**src/rtl/perm_gate_pkg.sv**
```systemverilog
package perm_gate_pkg;
  localparam int CAUSE_W = 6;
  localparam int CZ_BASE = 0;
  localparam int CZ_USER = 1;
  localparam int CZ_WRITE = 2;
  localparam int CZ_EXEC = 3;
  localparam int CZ_SUPX = 4;
  localparam int CZ_PREF = 5;

  typedef logic [CAUSE_W-1:0] cause_t;

  typedef enum logic [1:0] {
    ACC_READ  = 2'd0,
    ACC_WRITE = 2'd1,
    ACC_EXEC  = 2'd2,
    ACC_BAD   = 2'd3
  } access_e;

  typedef struct packed {
    logic   launch;
    logic   fault;
    logic   latchCause;
    logic   bumpCount;
    logic   wipe;
    cause_t cause;
  } ctlStrobe_t;
endpackage

```
**src/rtl/perm_gate_ctrl.sv**
```systemverilog
module perm_gate_ctrl
  import perm_gate_pkg::*;
#(
  parameter int PRIV_W = 2,
  parameter int DTYPE_W = 2
) (
  input  logic               clk,
  input  logic               rstN,
  input  logic               inValid,
  input  logic [PRIV_W-1:0]  inPriv,
  input  logic [DTYPE_W-1:0] inDtype,
  input  logic               inDir,
  input  logic               inPfable,
  input  logic [5:0]         permBits,
  input  logic [3:0]         extraPerm,
  input  logic               prefetchOk,
  input  logic               irqClear,
  output ctlStrobe_t         strobe,
  output logic               irq
);
  access_e access;
  logic [2:0] grantSet;
  logic baseOk;
  logic isUser;
  logic isFetch;
  cause_t cause;

  always_comb begin
    unique case ({inDtype[0], inDir})
      2'b01:   access = ACC_READ;
      2'b00:   access = ACC_WRITE;
      2'b11:   access = ACC_EXEC;
      default: access = ACC_BAD;
    endcase
  end

  assign grantSet = inPriv[0] ? permBits[5:3] : permBits[2:0];
  assign isUser = (inPriv == '0);
  assign isFetch = inDtype[0];

  always_comb begin
    unique case (access)
      ACC_READ:  baseOk = grantSet[0];
      ACC_WRITE: baseOk = grantSet[1];
      ACC_EXEC:  baseOk = grantSet[2];
      default:   baseOk = 1'b0;
    endcase
  end

  always_comb begin
    cause = '0;
    cause[CZ_BASE]  = !baseOk;
    cause[CZ_USER]  = !extraPerm[0] && isUser;
    cause[CZ_WRITE] = extraPerm[1] && (access == ACC_WRITE);
    cause[CZ_EXEC]  = extraPerm[2] && isFetch;
    cause[CZ_SUPX]  = extraPerm[3] && isFetch && !isUser;
    cause[CZ_PREF]  = inPfable && !prefetchOk;
  end

  always_comb begin
    strobe.launch     = inValid;
    strobe.fault      = inValid && (cause != '0);
    strobe.cause      = cause;
    strobe.latchCause = strobe.fault && (!irq || irqClear);
    strobe.bumpCount  = strobe.fault && irq && !irqClear;
    strobe.wipe       = irqClear && !strobe.fault;
  end

  always_ff @(posedge clk or negedge rstN) begin
    if (!rstN) irq <= 1'b0;
    else if (strobe.latchCause) irq <= 1'b1;
    else if (strobe.wipe) irq <= 1'b0;
  end
endmodule

```
**src/rtl/perm_gate_dp.sv**
```systemverilog
module perm_gate_dp
  import perm_gate_pkg::*;
#(
  parameter int ADDR_W = 32,
  parameter int PRIV_W = 2,
  parameter int DTYPE_W = 2,
  parameter int CNT_W = 4
) (
  input  logic               clk,
  input  logic               rstN,
  input  ctlStrobe_t         strobe,
  input  logic [ADDR_W-1:0]  inAddr,
  input  logic [PRIV_W-1:0]  inPriv,
  input  logic [DTYPE_W-1:0] inDtype,
  input  logic               inDir,
  input  logic               inPfable,
  output logic               outPass,
  output logic               outFlush,
  output logic [ADDR_W-1:0]  outAddr,
  output logic [PRIV_W-1:0]  outPriv,
  output logic [DTYPE_W-1:0] outDtype,
  output logic               outDir,
  output logic               outPfable,
  output cause_t             causeReg,
  output logic [CNT_W-1:0]   faultCount
);
  localparam logic [CNT_W-1:0] CNT_MAX = {CNT_W{1'b1}};

  always_ff @(posedge clk or negedge rstN) begin
    if (!rstN) begin
      outPass  <= 1'b0;
      outFlush <= 1'b0;
    end else begin
      outPass  <= strobe.launch && !strobe.fault;
      outFlush <= strobe.fault;
    end
  end

  always_ff @(posedge clk or negedge rstN) begin
    if (!rstN) begin
      outAddr   <= '0;
      outPriv   <= '0;
      outDtype  <= '0;
      outDir    <= 1'b0;
      outPfable <= 1'b0;
    end else if (strobe.launch) begin
      outAddr   <= inAddr;
      outPriv   <= inPriv;
      outDtype  <= inDtype;
      outDir    <= inDir;
      outPfable <= inPfable;
    end
  end

  always_ff @(posedge clk or negedge rstN) begin
    if (!rstN) begin
      causeReg   <= '0;
      faultCount <= '0;
    end else if (strobe.latchCause) begin
      causeReg   <= strobe.cause;
      faultCount <= '0;
    end else if (strobe.bumpCount) begin
      if (faultCount != CNT_MAX) faultCount <= faultCount + 1'b1;
    end else if (strobe.wipe) begin
      causeReg   <= '0;
      faultCount <= '0;
    end
  end
endmodule

```
**src/rtl/perm_gate.sv**
```systemverilog
module perm_gate
  import perm_gate_pkg::*;
#(
  parameter int ADDR_W = 32,
  parameter int PRIV_W = 2,
  parameter int DTYPE_W = 2,
  parameter int CNT_W = 4
) (
  input  logic               clk,
  input  logic               rstN,
  input  logic               inValid,
  input  logic [PRIV_W-1:0]  inPriv,
  input  logic [DTYPE_W-1:0] inDtype,
  input  logic               inDir,
  input  logic               inPfable,
  input  logic [ADDR_W-1:0]  inAddr,
  input  logic [5:0]         permBits,
  input  logic [3:0]         extraPerm,
  input  logic               prefetchOk,
  input  logic               irqClear,
  output logic               outPass,
  output logic               outFlush,
  output logic [ADDR_W-1:0]  outAddr,
  output logic [PRIV_W-1:0]  outPriv,
  output logic [DTYPE_W-1:0] outDtype,
  output logic               outDir,
  output logic               outPfable,
  output logic               irq,
  output logic [5:0]         causeReg,
  output logic [CNT_W-1:0]   faultCount
);
  ctlStrobe_t strobe;

  perm_gate_ctrl #(.PRIV_W(PRIV_W), .DTYPE_W(DTYPE_W)) ctrl_i (
    .clk(clk), .rstN(rstN), .inValid(inValid), .inPriv(inPriv),
    .inDtype(inDtype), .inDir(inDir), .inPfable(inPfable),
    .permBits(permBits), .extraPerm(extraPerm), .prefetchOk(prefetchOk),
    .irqClear(irqClear), .strobe(strobe), .irq(irq)
  );

  perm_gate_dp #(.ADDR_W(ADDR_W), .PRIV_W(PRIV_W), .DTYPE_W(DTYPE_W), .CNT_W(CNT_W)) dp_i (
    .clk(clk), .rstN(rstN), .strobe(strobe), .inAddr(inAddr),
    .inPriv(inPriv), .inDtype(inDtype), .inDir(inDir), .inPfable(inPfable),
    .outPass(outPass), .outFlush(outFlush), .outAddr(outAddr),
    .outPriv(outPriv), .outDtype(outDtype), .outDir(outDir),
    .outPfable(outPfable), .causeReg(causeReg), .faultCount(faultCount)
  );
endmodule

```
**config.mk**
```make
export PLATFORM = sky130hd
export DESIGN_NAME = perm_gate
export DESIGN_NICKNAME = d
export VERILOG_FILES = /design/src/rtl/perm_gate_pkg.sv /design/src/rtl/perm_gate_ctrl.sv /design/src/rtl/perm_gate_dp.sv /design/src/rtl/perm_gate.sv
export SDC_FILE = /design/constraint.sdc
export NUM_CORES = 1
export LEC_CHECK = 0
export BUFFER_PORTS_ARGS = -buffer_cell sky130_fd_sc_hd__buf_2
export CORE_ASPECT_RATIO = 1.5
export CORE_UTILIZATION = 49
export DETAILED_ROUTE_END_ITERATION = 7
export GPL_TIMING_DRIVEN = 0
export PLACE_DENSITY_LB_ADDON = 0.15
export SYNTH_ARGS = -nofsm -noshare
export SYNTH_HDL_FRONTEND = slang
export SYNTH_SLANG_ARGS = --single-unit
```
**constraint.sdc**
```tcl
create_clock -name clk -period 3.2 [get_ports clk]
set_input_delay 0.48 -clock clk [delete_from_list [all_inputs] [get_ports clk]]
set_output_delay 0.48 -clock clk [all_outputs]
set_load 0.1 [all_outputs]
```
* Yosys cells after proc, flatten, opt, wreduce, memory -nomap -nowiden
Cells that the tools add are included.
Widths: inputs -> output; s select.
** Cells by class
- Add/subtract/negate cells :: 1
- Mux-type cells :: 12
- Reductions and logical operators :: 28
- Eq/ne operators :: 7
** Operators by type and width (count)
- $mux 6 :: 3
- $mux 4 :: 4
- $logic_and 1x1->1 :: 12
- $logic_not 1->1 :: 7
- $logic_not 2->1 :: 3
- $pmux 2 s3 :: 1
- $reduce_bool 6->1 :: 1
- $add 4x1->4 const B :: 1
- $eq 2x1->1 const B :: 2
- $eq 2x2->1 const B :: 2
- $ne 4x4->1 const B :: 1
- $reduce_and 2->1 :: 2
- $mux 3 :: 1
- $ne 3x1->1 const B :: 1
- $pmux 1 s3 :: 1
- $reduce_bool 3->1 :: 1
- $mux 1 :: 2
- $ne 2x1->1 const B :: 1
- $reduce_bool 2->1 :: 1
- $logic_or 1x1->1 :: 1
** Word-level totals
- Register bits after elaboration :: 51
- Output and inout bits :: 51
- Bits of input ports :: 53

* Logic depth before layout (Yosys ltp)
Gate-level depths: netlist (run 1).
- Depth after elaboration :: 12
- Mapped depth :: 7
- Mapped depth without buffers :: 6

* Modules after synthesis
A second synthesis (run 1) with hierarchy kept.
** Second synthesis, totals
- Cell total of the unflattened synthesis :: 160
- Area total of the unflattened synthesis :: 2138.3 um^2
** Modules (own cells, without submodules)
- perm_gate_dp :: cells an instance 137, times used 1, area an instance 1946.9 um^2
- perm_gate_ctrl :: cells an instance 23, times used 1, area an instance 191.4 um^2

* Least setup slack after synthesis (run 1)
OpenSTA, ideal clock, no wires.
- Path type :: input-to-reg
- Start point :: input port inPriv[0]
- End point :: register dp_i.faultCount[0]
- Buffers on the path :: 1
- Stages on the path :: 6
- Arrival time :: 2032 ps
- Slack :: 1043 ps
- Path through :: buf_6 -> mux2_4 -> a222oi_1 -> or3_1 -> and3_4 -> mux2_4
** Between the ends
- Longest elaborated chain between the ends :: 9
- Elaborated cells on any way between the ends :: 19
- Those cells by class :: eq/ne: 1; mux: 4; reduce/logical: 14
** RTL lines
- from (decl) :: RTL line perm_gate.sv:12 : input logic [PRIV_W-1:0] inPriv,
- $mux 3 or $logic_not 2->1 (tied branches) :: RTL line perm_gate_ctrl.sv:37, perm_gate_ctrl.sv:38
- $pmux 1 s3 or $logic_not 1->1 (tied branches) :: RTL line perm_gate_ctrl.sv:42, perm_gate_ctrl.sv:56
- $logic_not 1->1 or $logic_and 1x1->1 (tied branches) :: RTL line perm_gate_ctrl.sv:52, perm_gate_ctrl.sv:56
- $reduce_bool 6->1 (*) :: RTL line perm_gate_ctrl.sv:62 : strobe.fault = inValid && (cause != '0);
- $logic_and 1x1->1 (*) :: RTL line perm_gate_ctrl.sv:62
- $logic_and 1x1->1 or $logic_not 1->1 (tied branches) :: RTL line perm_gate_ctrl.sv:65, perm_gate_ctrl.sv:66
- $logic_and 1x1->1 (on tied branches) :: RTL line perm_gate_ctrl.sv:65, perm_gate_ctrl.sv:66
- $ne 3x1->1 (no source line) (tied with other cells)
- $reduce_and 2->1 (no source line) or $mux 4 (tied branches)
- to (signal assigned) :: RTL line perm_gate_dp.sv:63 : if (faultCount != CNT_MAX) faultCount <= faultCount + 1'b1;
- to (decl) :: RTL line perm_gate_dp.sv:25 : output logic [CNT_W-1:0] faultCount
Every way passes the cells marked *; elsewhere a longest branch is shown, timed or not.
A chain may end at the register's enable or synchronous reset.

* Final worst setup path (run 1)
Same ends and word-level chain as after synthesis.

==> results of run 1 <==
-- report_power, final --
part           total [uW]  switching [uW]  internal [uW]
registers             732            28.9            703
clock network         394             197            198
logic                 671             543            128
-- stage by stage --
stage,setup WS [ps],hold WS (ps),cell area [um^2],total power [uW]
finish,1170,386,2780,1800
global route,1070,403,2780,1860
CTS,1190,403,2780,1820
detailed placement,859,460,2680,1420
global placement,875,456,2680,1410
floorplan,1040,184,2120,1280
-- logic make-up (layout without fill, tap and decap cells) --
kind of cell	count (synthesis)	count (layout)	share of synthesized area [%]
fa+ha+maj	1	1	0.590
buf+inv	8	117	1.95
flops	51	51	60.2
simple gates	29	29	7.56
compound gates	17	17	6.08
mux	44	44	23.6
-- path summary, 6_finish.rpt --
path / to / slack (ps) / from / cells after the start
min in group clk: dp_i.outAddr[17]$_DFFE_PN0P_ / 410 / inAddr[17] / 2
max: dp_i.faultCount[0]$_DFFE_PN0P_ / 1170 / inPriv[0] / 6
max in group asynchronous: dp_i.outAddr[10]$_DFFE_PN0P_ / 2140 / rstN / 1
min reg2reg: dp_i.causeReg[1]$_DFFE_PN0P_ / 480 / dp_i.causeReg[1]$_DFFE_PN0P_ / 1
min: dp_i.faultCount[2]$_DFFE_PN0P_ / 390 / rstN / 1
max reg2reg: dp_i.faultCount[3]$_DFFE_PN0P_ / 1710 / dp_i.faultCount[0]$_DFFE_PN0P_ / 6
-- metal layers --
layer  vias to the layer above  wire length, um  GRT usage, %
met5                         -                0             0
met3                        11              299          4.83
li1                        760                -             -
met1                       767             1700          20.2
met4                         0               98          8.50
met2                        67             2350          35.8
-- state kept, by name (all words and copies together) (netlist names) --
signal and flops:
ctrl_i.irq 1, dp_i.causeReg 6, dp_i.faultCount 4, dp_i.outAddr 32
dp_i.outDir 1, dp_i.outDtype 2, dp_i.outFlush 1, dp_i.outPass 1
dp_i.outPfable 1, dp_i.outPriv 2
-- layout by cell type (no fill, tap or decap), types with 2 or more instances in the layout --
cell type and instances:
a21oi_1 2, buf_2 101, clkbuf_1 5, clkbuf_8 7
dfrtp_1 51, mux2_2 39, mux2_4 2, mux2i_1 2
nand2_1 5, nand2b_1 4, nand3_1 3, nor2_1 4
nor2b_1 3, nor3_1 2, nor4_1 2, o21ai_0 3
o2bb2ai_1 3, o31ai_1 2
-- worst max-delay path: stages --
cell      delay, ps
buf_6           110
mux2_4          290
a222oi_1        550
or3_1           260
and3_4          220
mux2_4          290
-- layout make-up --
type	instances	area, um^2
Sequential cell	51	1280
Inverter	2	7.51
Fill cell	334	1250
Buffer	6	33.8
Tap cell	45	56.3
Timing Repair Buffer	101	505
Multi-Input combinational cell	91	802
Clock buffer	8	100
==> impl_metrics.toml, run 1 <==
[timing]
post-route-period-util_pct = 63.4
fin_tns_setup_ps = 0
slew_headroom_pct = 26.6
worst_slew_pin_slew_ps = 1100
hold_violations = 0
clock.fmax_mhz = 493
setup_viol = 0
slew_violations = 0
finalWorstPathRequiredPeriod_ps = 2030
rsz0062_at_grt = "false"
worst_clock_skew_ps = 7.00

[die]
io_pins = 104
dieArea_mm2 = 0.00460
fp-row-count = 28
core-area_mm2 = 0.00403
die_y_um = 82.6
die_w_um = 55.7
initial_core_util_pct = 52.6

[yosys]
ys_ff_latch = 51
netlist_instances = 150
syn_nets = 204
synth-seq-area-share_pct = 60.2
yosysMostFrequentCell = "dfrtp_1"
synth_common_cells = "dfrtp_1, mux2_2, nand2_1"
synth_cell_types = 35
synth-edff-count = 0
avgSynthCellArea_um2 = 14.1
yosysTopAreaCellShare_pct = 60.2
synthArstFlopShare_pct = 100
yosysTopAreaCell = "dfrtp_1"
yosys_most_used_dff = "dfrtp_1"
synth_area_leaders = "dfrtp_1, mux2_2, mux2_4, o2bb2ai_1, nand2b_1"
syn-cell-area_mm2 = 0.00212
yosys_warnings = 0

[setup_path]
worstSetupStartpointType = "primary input"
arrival_ps = 2220
worstSetupPathType = "primary input to register"
cp_max_fo = 7
worstPathRequired_ps = 3390
end_kind = "register"

[clock_network]
cts_resized = 0
cts_tree = "built"
hold_buffers = 0
postCtsSetupRepairBufs = 0
clockBufferDepth = 2
clock_sinks = 51
cts.htree.levels = 2
cts_buffers = 5
cts.clk_slew.worst_paths_ps = 90
insertion_delay_ps = 300
cts-root-buf = "clkbuf_8"

[place]
io_buffers = 101
dp.cells = 296
gp_congestion = 0.750
hpwlAfterDp_um = 3360

[pwr]
ir_drop_mv = 0.481
leakage_uw = 0.00140
p_per_area_mw_per_mm2 = 646

[status]
status = "finished, final reports clean"

[detailed_routing]
avgRoutedWirePerCell_um = 14.6
wl_um = 4440
drc = 0
drt_first_pass_iters = 4
vias = 1605
dr.first_iter.drc_count = 33
ant_nets = 0
vias_per_cell = 5.28

[layout]
drive_gt1_share_pct = 59.5
fin_nets = 312
area_delta_synth_final_pct = 31.2
fin_util_pct = 69.0
antenna_cells = 0
fin_cells = 304

[grt]
antenna_found_initial = 0
grt_pass1_wl_um = 6760
grt_pass1_vias = 1542
grt-ovfl-total = 0
grtUsageTotal_pct = 19.1
grt_start_max_net_pins = 52

[flow_run]
cap_violations = 0

[min_path]
worstHoldPathType = "primary input to asynchronous set/reset pin"
Note: power is estimated with default switching activity, not from simulation.
==> run 2: changes to the inputs <==
Settings changed: ABC_AREA from default to 1, CORE_UTILIZATION 49 to 41.
Clock period 3.2 ns to 1.6 ns, I/O delays scaled along.
==> run 2 against run 1 <==
- synthesized cell count rose by 75%
- via count rose by 22%
- cell area up 4.0%
- area after synthesis is 3.2% higher
==> impl_metrics.toml, run 2 <==
[status]
status = "finished, final reports clean"

[detailed_routing]
drt_first_pass_iters = 4
vias = 1953
avgRoutedWirePerCell_um = 10.8
wl_met1_um = 1920
wl_um = 4770
drc = 0
routed.top_layer = "met4"
ant_nets = 0
dr_wl_met3_um = 318
wl_met2_um = 2460
vias_per_cell = 4.44
dr.first_iter.drc_count = 74

[place]
gp_congestion = 0.788
dp.cells = 432
hpwlAfterDp_um = 3570
io_buffers = 102

[clock_network]
cts.htree.levels = 2
insertion_delay_ps = 290
postCtsSetupRepairBufs = 0
cts_tree = "built"
clock_sinks = 51
cts_resized = 0
clockBufferDepth = 2
cts_buffers = 5
cts.clk_slew.worst_paths_ps = 90
hold_buffers = 0
cts-root-buf = "clkbuf_8"

[die]
fp-row-count = 32
die_y_um = 91.5
io_pins = 104
core-area_mm2 = 0.00512
die_w_um = 61.6
initial_core_util_pct = 42.7
dieArea_mm2 = 0.00564

[layout]
area_delta_synth_final_pct = 32.3
fin_cells = 440
largest_reg_flops = 32
final_cell_mix = "nand2_1, buf_2, dfrtp_1"
fin_nets = 425
drive_gt1_share_pct = 34.1
regMostFlops = "dp_i.outAddr"
reg.largest.list = "dp_i.outAddr x32, dp_i.causeReg x6, dp_i.faultCount x4"
antenna_cells = 0
layout_commonest_cell = "nand2_1"

[setup_path]
crit_slowest_cell = "buf_2"
crit_buf_inv = 1
crit_family = "buffers and inverters"
worstSetupPathType = "register to output port"
cp_max_fo = 4
worstPathRequired_ps = 1360
arrival_ps = 1180
reg2reg_from = "dp_i.faultCount[0]$_DFFE_PN0P_"
crit_chain = "buf_2"
crit_path_start = "dp_i.faultCount[3]$_DFFE_PN0P_"
cp_num_cells = 1
end_kind = "output port"
worstSetupStartpointType = "register"
cp_slowest_stage_delay_ps = 460
reg2reg_depth = 4

[timing]
fin_tns_setup_ps = 0
hold_violations = 0
clock.fmax_mhz = 702
finalWorstPathRequiredPeriod_ps = 1420
rsz0062_at_grt = "false"
worst_clock_skew_ps = 6.25
setup_viol = 0
worst_slew_pin_slew_ps = 1140
slew_headroom_pct = 24.3
slew_violations = 0
post-route-period-util_pct = 89.1

[grt]
grt_pass1_vias = 1865
grt_pass1_wl_um = 7940
grt-ovfl-total = 0
grt_start_max_net_pins = 52
antenna_found_initial = 0
grtUsageTotal_pct = 18.6

[pwr]
p_per_area_mw_per_mm2 = 1230
ir_drop_mv = 0.657
leakage_uw = 0.00175

[yosys]
syn-cell-area_mm2 = 0.00219
synth_area_leaders = "dfrtp_1, nand2_1, inv_1, nor2_1, nand2_4"
synthArstFlopShare_pct = 100
synth_cell_types = 23
synth-edff-count = 0
yosys_warnings = 0
netlist_instances = 262
yosysTopAreaCellShare_pct = 58.4
yosysTopAreaCell = "dfrtp_1"
ys_ff_latch = 51
synth_common_cells = "nand2_1, dfrtp_1, inv_1"
yosysMostFrequentCell = "nand2_1"
syn_nets = 316
synth-seq-area-share_pct = 58.4
avgSynthCellArea_um2 = 8.35
yosys_most_used_dff = "dfrtp_1"

[min_path]
hp-start = "inAddr[6]"
worstHoldPathType = "primary input to register"
whs_path_depth = 3

[flow_run]
cap_violations = 0
## run 2: worst min-delay path, cell delays in order
cell and delay (ps):
buf_2 70, nand2_1 40, nand2_1 50
## run 2: worst paths after layout
check                                                       to  slack (ps)
worst min register to register    dp_i.causeReg[1]$_DFFE_PN0P_         470
max in group asynchronous       dp_i.faultCount[2]$_DFFE_PN0P_         670
worst min-delay path               dp_i.outAddr[6]$_DFFE_PN0P_         140
min in group asynchronous               ctrl_i.irq$_DFFE_PN0P_         160
worst max register to register  dp_i.faultCount[2]$_DFFE_PN0P_         410
worst max-delay path                             faultCount[3]         180
## run 2: area by class of cell
class / count / area (um^2)
Multi-Input combinational cell: 186 / 813
Fill cell: 557 / 2230
Inverter: 17 / 63.8
Buffer: 8 / 33.8
Clock buffer: 7 / 76.3
Tap cell: 68 / 85.1
Timing Repair Buffer: 102 / 510
Clock inverter: 1 / 30.0
Sequential cell: 51 / 1280
## run 2: cells by family (layout without fill, tap and decap cells)
group | after synthesis | after routing | share of synthesized area (%)
and+or+nand+nor | 179 | 179 | 34.6
DFF | 51 | 51 | 58.4
buffers and inverters | 25 | 135 | 4.46
AOI/OAI and AO/OA | 5 | 5 | 1.66
adders and majority gates | 1 | 1 | 0.572
xor gates and xnor gates | 1 | 1 | 0.401
## run 2: power breakdown
group,internal [uW],switching [uW]
logic,195,1040
clock network,468,394
registers,1400,55.8
## run 2: metal layers
metal,track usage (%),up-vias
li1,-,998
met1,21.0,881
met2,32.5,68
met3,4.70,6
met4,5.93,0
met5,0,-
## run 2: metrics by stage
stage / setup WS [ps] / hold slack, ps / cell area, um^2 / total power, uW / util (%)
2_1_floorplan: 42.0 / -55.6 / 2190 / 2460 / -
3_3_place_gp: 231 / 438 / 2790 / 2710 / 54.4
3_5_place_dp: 216 / 445 / 2790 / 2720 / 54.4
4_1_cts: 162 / 126 / 2890 / 3600 / 56.5
5_1_grt: 125 / 124 / 2890 / 3720 / 56.5
6_report: 175 / 137 / 2890 / 3550 / 56.5
